==> config.mk <==
export PLATFORM = sky130hd
export DESIGN_NAME = cfg_regbank
export DESIGN_NICKNAME = d
export VERILOG_FILES = /design/src/rtl/cfg_regbank_pkg.sv /design/src/rtl/cfg_ctl_file.sv /design/src/rtl/cfg_read_mux.sv /design/src/rtl/cfg_regbank.sv
export SDC_FILE = /design/constraint.sdc
export NUM_CORES = 1
export LEC_CHECK = 0
export BUFFER_PORTS_ARGS = -buffer_cell sky130_fd_sc_hd__buf_2
export CELL_PAD_IN_SITES_DETAIL_PLACEMENT = 0
export CELL_PAD_IN_SITES_GLOBAL_PLACEMENT = 1
export CORE_AREA = 2 2 96 98
export CTS_BUF_LIST = sky130_fd_sc_hd__clkbuf_4 sky130_fd_sc_hd__clkbuf_8
export CTS_CLUSTER_DIAMETER = 50
export DETAILED_ROUTE_END_ITERATION = 8
export DIE_AREA = 0 0 98 100
export PLACE_DENSITY = 0.77
export RECOVER_POWER = 100
export SYNTH_ARGS = -nofsm -noshare
export SYNTH_HDL_FRONTEND = slang
export SYNTH_HIERARCHICAL = 1
export SYNTH_SLANG_ARGS = --single-unit
==> constraint.sdc <==
create_clock -name clk -period 2.3 [get_ports clk]
set_input_delay 0.115 -clock clk [delete_from_list [all_inputs] [get_ports clk]]
set_output_delay 0.115 -clock clk [all_outputs]
set_load 0.02 [all_outputs]
==> src/rtl/cfg_regbank_pkg.sv <==
package cfg_regbank_pkg;
    localparam int ADDR_W    = 8;
    localparam int DATA_W    = 8;
    localparam int NUM_CTL   = 6;
    localparam int CTL_FIRST = 3;
    localparam int CTL_LAST  = CTL_FIRST + NUM_CTL - 1;
    localparam int CNT_ADDR  = 9;
    localparam int REV_ADDR  = 10;

    // control byte indices (address minus CTL_FIRST)
    localparam int IDX_MOTION = 2;   // 0x05
    localparam int IDX_PROT   = 3;   // 0x06
    localparam int IDX_STALL  = 4;   // 0x07

    localparam int BIT_STEP  = 6;
    localparam int BIT_CLEAR = 7;
    localparam int BIT_LEARN = 5;

    localparam logic [2:0] LOCK_SET   = 3'b110;
    localparam logic [2:0] LOCK_CLEAR = 3'b011;

    typedef logic [NUM_CTL-1:0][DATA_W-1:0] ctl_bank_t;

    typedef struct packed {
        ctl_bank_t         ctl;
        logic [DATA_W-1:0] cnt;
    } bank_state_t;

    function automatic logic [DATA_W-1:0] ctl_default(input int idx);
        case (idx)
            1:       return 8'h0F;
            3:       return {1'b0, LOCK_CLEAR, 4'h0};
            4:       return 8'h08;
            5:       return 8'h0F;
            default: return 8'h00;
        endcase
    endfunction
endpackage

==> src/rtl/cfg_ctl_file.sv <==
module cfg_ctl_file
    import cfg_regbank_pkg::*;
(
    input  logic              clk,
    input  logic              rst_n,
    input  logic              wr_en,
    input  logic [ADDR_W-1:0] wr_addr,
    input  logic [DATA_W-1:0] wr_data,
    input  logic [DATA_W-1:0] count_in,
    input  logic              learn_done,
    output ctl_bank_t         ctl,
    output logic [DATA_W-1:0] cnt,
    output logic              locked
);
    bank_state_t st_d, st_q;
    logic        lock_q;

    assign lock_q = (st_q.ctl[IDX_PROT][6:4] == LOCK_SET);

    always_comb begin
        st_d = st_q;
        st_d.cnt = count_in;
        st_d.ctl[IDX_MOTION][BIT_STEP] = 1'b0;
        st_d.ctl[IDX_PROT][BIT_CLEAR]  = 1'b0;
        if (learn_done) st_d.ctl[IDX_STALL][BIT_LEARN] = 1'b0;
        for (int i = 0; i < NUM_CTL; i++) begin
            if (wr_en && wr_addr == ADDR_W'(CTL_FIRST + i)) begin
                if (i == IDX_PROT) begin
                    st_d.ctl[i][BIT_CLEAR] = wr_data[BIT_CLEAR];
                    if (!lock_q) begin
                        st_d.ctl[i][3:0] = wr_data[3:0];
                        st_d.ctl[i][6:4] = (wr_data[6:4] == LOCK_SET) ? LOCK_SET : LOCK_CLEAR;
                    end else if (wr_data[6:4] == LOCK_CLEAR) begin
                        st_d.ctl[i][6:4] = LOCK_CLEAR;
                    end
                end else if (!lock_q) begin
                    st_d.ctl[i] = wr_data;
                end
            end
        end
    end

    always_ff @(posedge clk or negedge rst_n) begin
        if (!rst_n) begin
            for (int i = 0; i < NUM_CTL; i++) st_q.ctl[i] <= ctl_default(i);
            st_q.cnt <= '1;
        end else begin
            st_q <= st_d;
        end
    end

    assign ctl    = st_q.ctl;
    assign cnt    = st_q.cnt;
    assign locked = lock_q;

    // lock field only ever holds one of its two codes
    assert_lock_code_R5: assert property (@(posedge clk) disable iff (!rst_n)
        (st_q.ctl[IDX_PROT][6:4] == LOCK_SET) || (st_q.ctl[IDX_PROT][6:4] == LOCK_CLEAR));

    assert_locked_frozen_R6: assert property (@(posedge clk) disable iff (!rst_n)
        lock_q |=> $stable(st_q.ctl[0]) && $stable(st_q.ctl[1]) && $stable(st_q.ctl[5]));

    assert_stays_locked_R6: assert property (@(posedge clk) disable iff (!rst_n)
        (lock_q && !(wr_en && wr_addr == ADDR_W'(CTL_FIRST + IDX_PROT))) |=> lock_q);

    assert_step_falls_R7: assert property (@(posedge clk) disable iff (!rst_n)
        (st_q.ctl[IDX_MOTION][BIT_STEP] && !wr_en) |=> !st_q.ctl[IDX_MOTION][BIT_STEP]);

    assert_clear_falls_R7: assert property (@(posedge clk) disable iff (!rst_n)
        (st_q.ctl[IDX_PROT][BIT_CLEAR] && !wr_en) |=> !st_q.ctl[IDX_PROT][BIT_CLEAR]);

    assert_learn_held_R8: assert property (@(posedge clk) disable iff (!rst_n)
        (st_q.ctl[IDX_STALL][BIT_LEARN] && !learn_done) |=> st_q.ctl[IDX_STALL][BIT_LEARN]);

    assert_count_tracks_R10: assert property (@(posedge clk) disable iff (!rst_n)
        rst_n |=> cnt == $past(count_in));
endmodule

==> src/rtl/cfg_read_mux.sv <==
module cfg_read_mux
    import cfg_regbank_pkg::*;
#(
    parameter logic [3:0] REV = 4'b0010
) (
    input  logic [ADDR_W-1:0] addr,
    input  logic [DATA_W-1:0] stat0,
    input  logic [DATA_W-1:0] stat1,
    input  logic [DATA_W-1:0] stat2,
    input  ctl_bank_t         ctl,
    input  logic [DATA_W-1:0] cnt,
    output logic [DATA_W-1:0] data
);
    always_comb begin
        data = '0;
        case (addr)
            8'h00: data = stat0;
            8'h01: data = stat1;
            8'h02: data = stat2;
            ADDR_W'(CNT_ADDR): data = cnt;
            ADDR_W'(REV_ADDR): data = {4'b0000, REV};
            default: begin
                for (int i = 0; i < NUM_CTL; i++)
                    if (addr == ADDR_W'(CTL_FIRST + i)) data = ctl[i];
            end
        endcase
    end
endmodule

==> src/rtl/cfg_regbank.sv <==
module cfg_regbank
    import cfg_regbank_pkg::*;
#(
    parameter logic [3:0] REV = 4'b0010
) (
    input  logic                      clk,
    input  logic                      rst_n,
    input  logic                      wr_en,
    input  logic [7:0]                wr_addr,
    input  logic [7:0]                wr_data,
    input  logic                      rd_en,
    input  logic [7:0]                rd_addr,
    output logic [7:0]                rd_data,
    input  logic [7:0]                stat0_in,
    input  logic [7:0]                stat1_in,
    input  logic [7:0]                stat2_in,
    input  logic [7:0]                count_in,
    input  logic                      learn_done,
    output logic [47:0]               cfg_bytes,
    output logic                      locked
);
    ctl_bank_t         ctl;
    logic [DATA_W-1:0] cnt;
    logic [DATA_W-1:0] mux_data;
    logic [DATA_W-1:0] rd_d, rd_q;

    cfg_ctl_file u_ctl (
        .clk(clk), .rst_n(rst_n), .wr_en(wr_en), .wr_addr(wr_addr),
        .wr_data(wr_data), .count_in(count_in), .learn_done(learn_done),
        .ctl(ctl), .cnt(cnt), .locked(locked)
    );

    cfg_read_mux #(.REV(REV)) u_mux (
        .addr(rd_addr), .stat0(stat0_in), .stat1(stat1_in), .stat2(stat2_in),
        .ctl(ctl), .cnt(cnt), .data(mux_data)
    );

    always_comb begin
        rd_d = rd_q;
        if (rd_en) rd_d = mux_data;
    end

    always_ff @(posedge clk or negedge rst_n) begin
        if (!rst_n) rd_q <= '0;
        else        rd_q <= rd_d;
    end

    assign rd_data   = rd_q;
    assign cfg_bytes = ctl;

    assert_reserved_zero_R1: assert property (@(posedge clk) disable iff (!rst_n)
        (rd_en && rd_addr > 8'h0A) |=> rd_data == 8'h00);

    assert_rd_hold_R3: assert property (@(posedge clk) disable iff (!rst_n)
        !rd_en |=> $stable(rd_data));

    assert_rev_value_R1: assert property (@(posedge clk) disable iff (!rst_n)
        (rd_en && rd_addr == 8'h0A) |=> rd_data == {4'b0000, REV});
endmodule

==> run summary <==
status - finished, violations left
failing checks - max-capacitance violations, max-slew violations
Clk pin slew, worst setup/hold paths - 0.07 ns
Fmax achieved - 491 MHz
CP max stage delay - 0.56 ns
Synth Warn # - 6
fin. max-slew vios - 31
worst-margin pin slew - 1.76 ns
Sink Count - 63
CP Launch Type - flop
Critical Path End Type - flop
Layout Nets - 464
setup ws final - 0.264 ns
Tcrit/Tclk final - 88.5%
CTS root buf - clkbuf_8
Synth cell types - 53
Remaining Overflow, GRT - 0
worst skew pair latency - 0.34 ns
Worst VDD drop - 0.234 mV
Starting Density - 38.3%
setup_tns - 0 ns
critical path data arrival time - 2.26 ns
Fin. Hold Viols - 0
cells taking the most area after synthesis - dfrtp_1 33%, mux2_2 14%, dfstp_2 14%
first-pass GRT wire length - 15.0 mm
drt first pass iters - 4
Die Y-Extent - 100 um
Top Ports - 118
WP buf/inv - 0
final instance area - 4210 um2
initial antenna violation count - 0
Top Family by Delay on Critical Path - simple AND/OR/NAND/NOR gates
area grow syn2layout - 23.8%
CTS tree - built
DR WL/cell - 18.5 um
Mapped Nets - 346
Horiz. Die Dim - 98 um
Mapped Area - 3400 um2
share of cells above drive strength 1 - 36.8%
CP max-delay cell - dfstp_2
CP max FO - 7
antenna fix cells - 0
crit-path cells - nor2b_1 > nor2b_1 > nand4_1 > mux2_2
worst slack, placed - 0.353 ns
Final HPWL DP - 7.29 mm
Worst EP required - 2.52 ns
Die ar. - 9800 um2
Hold WS - 0.0470 ns
# resized after CTS - 0
Yosys reg bits - 63
Clock Path Buffers - 2
H-Tree Depth - 3
Most Frequent Cell on Critical Path - nor2b_1
leakage power - 1.91 nW
Reg2Reg Setup Slack - 0.26 ns
gr usage total - 20.1%
Antenna Nets Post-Route - 0
Crit Path Category - flop to flop
worst clock skew - 0.00578 ns
post-synthesis sequential area ratio - 47.0%
vias per cell - 5.45
largest net degree at the start of global routing - 34
Min-Delay Path Class - input port to flop
dpl cell area - 4060 um2
Total Wirelength - 9.62 mm
Tmin final - 2.04 ns
# setup viols final - 0
cell row count - 35
syn_area_per_cell - 11.9 um2
top cell type's share of synthesized area - 33.1%
P per Cell Area - 597 nW/um2
unrepaired setup endpoints after global routing - no
# Max-Cap Violations - 1
Routability Congestion - 0.860
Slew headroom - -17.6%
via count - 2831
vias in the first global route - 2809
Starting DRT DRC Count - 88
Port Buf Inserts - 116
# DRC - 0
dominant cell type by area after synthesis - dfrtp_1
CTS buffer count - 9
core box area - 8890 um2
Gate Count Post-Synth - 285
post-layout util - 47.4%
==> synthesized netlist by cell type (all sizes together) <==
master / number
dfstp: 18
nand4: 1
nand3: 7
buf: 13
dfrtp: 45
mux2i: 17
a32oi: 2
o32ai: 2
o211ai: 1
and4: 1
nor4: 6
conb: 1
o21ai: 18
o41ai: 1
a21o: 1
a22o: 1
nand4b: 1
nor3: 6
a22oi: 1
nand3b: 5
and2: 2
a221oi: 4
a311oi: 9
a21boi: 2
and4bb: 1
mux2: 51
a32o: 7
nand2b: 5
inv: 9
clkbuf: 10
nand2: 3
o31ai: 4
and3: 2
or2: 2
nor2: 8
or4: 1
nor4b: 2
a21oi: 7
nor2b: 8
==> power breakdown <==
| group | internal (mW) | leakage, nW | switching, mW | total [mW] |
|---|---|---|---|---|
| Sequential | 1.16 | 0.810 | 0.0347 | 1.20 |
| Combinational | 0.141 | 0.998 | 0.217 | 0.358 |
| Clock | 0.523 | 0.0981 | 0.432 | 0.955 |
| Total | 1.83 | 1.91 | 0.683 | 2.51 |
==> metal layers <==
| metal | share of wire, % | global-route usage [%] |
|---|---|---|
| met1 | 43 | 25.5 |
| met2 | 48 | 32.0 |
| met3 | 6.3 | 5.99 |
| met4 | 2.2 | 8.76 |
| met5 | 0 | 0 |
==> final timing paths <==
check                                    from            end  cells after the start
worst max register to register  u_ctl/ctl[28]  u_ctl/ctl[16]                      4
worst min-delay path               wr_data[7]  u_ctl/ctl[31]                      3
worst max-delay path            u_ctl/ctl[28]  u_ctl/ctl[16]                      4
max in group asynchronous               rst_n  u_ctl/ctl[19]                      2
min in group asynchronous               rst_n  u_ctl/ctl[15]                      2
worst min register to register  u_ctl/ctl[28]  u_ctl/ctl[28]                      2
==> flip-flops by register name, indices dropped and copies added, names as in the netlist <==
register and flops:
rd_data 8, u_ctl/cnt 8, u_ctl/ctl 47
==> worst min-delay path: stages <==
cell	delay, ns
buf_2	0.14
inv_1	0.06
nor2_1	0.04
==> stage by stage <==
step / instances / power [mW]
after floorplan: 285 / 1.41
after global placement: 494 / 1.58
after detailed placement: 494 / 1.58
after CTS: 519 / 2.56
after global routing: 519 / 2.65
final: 519 / 2.51
==> final cells by class <==
| cell class | count | area (um2) |
|---|---|---|
| repair buffers | 130 | 642 |
| clock buffers | 10 | 138 |
| multi-input cells | 190 | 1600 |
| clock inverters | 6 | 60.1 |
| well taps | 111 | 139 |
| inverters | 9 | 33.8 |
| flip-flops and latches | 63 | 1600 |
| fillers | 877 | 4680 |
==> cells by family after synthesis <==
logic type             after synthesis  synth area share, %
AO/OA/AOI/OAI                       60                 12.6
buffers and inverters               32                 4.34
flip-flops                          63                 47.0
multiplexers                        68                 22.8
other                                1                0.110
AND/OR/NAND/NOR                     61                 13.1
==> placed cells by master (no fill, tap or decap), drive strengths merged, types with 2 or more instances in the layout <==
| master | n |
|---|---|
| nor4b | 2 |
| a32o | 7 |
| a21boi | 2 |
| dlygate4sd3 | 9 |
| clkinv | 3 |
| a21oi | 7 |
| inv | 9 |
| dfstp | 18 |
| nand2b | 5 |
| mux2 | 51 |
| mux2i | 17 |
| o31ai | 4 |
| and2 | 2 |
| clkbuf | 72 |
| a311oi | 9 |
| nor2 | 8 |
| a32oi | 2 |
| or2 | 2 |
| o21ai | 18 |
| nand2 | 3 |
| nor3 | 6 |
| buf | 59 |
| nand3b | 5 |
| nor2b | 8 |
| dfrtp | 45 |
| a221oi | 4 |
| nand3 | 7 |
| o32ai | 2 |
| nor4 | 6 |
| clkinvlp | 2 |
| and3 | 2 |
==> repair_timing <==
| item | 4_1_cts | 5_1_grt |
|---|---|---|
| setup endpoints to repair | 0 | 0 |
| buffers inserted | 0 | 0 |
| hold buffers | 9 | 0 |
| hold endpoints to repair | 34 | 0 |
(Power assumes the default switching activity.)
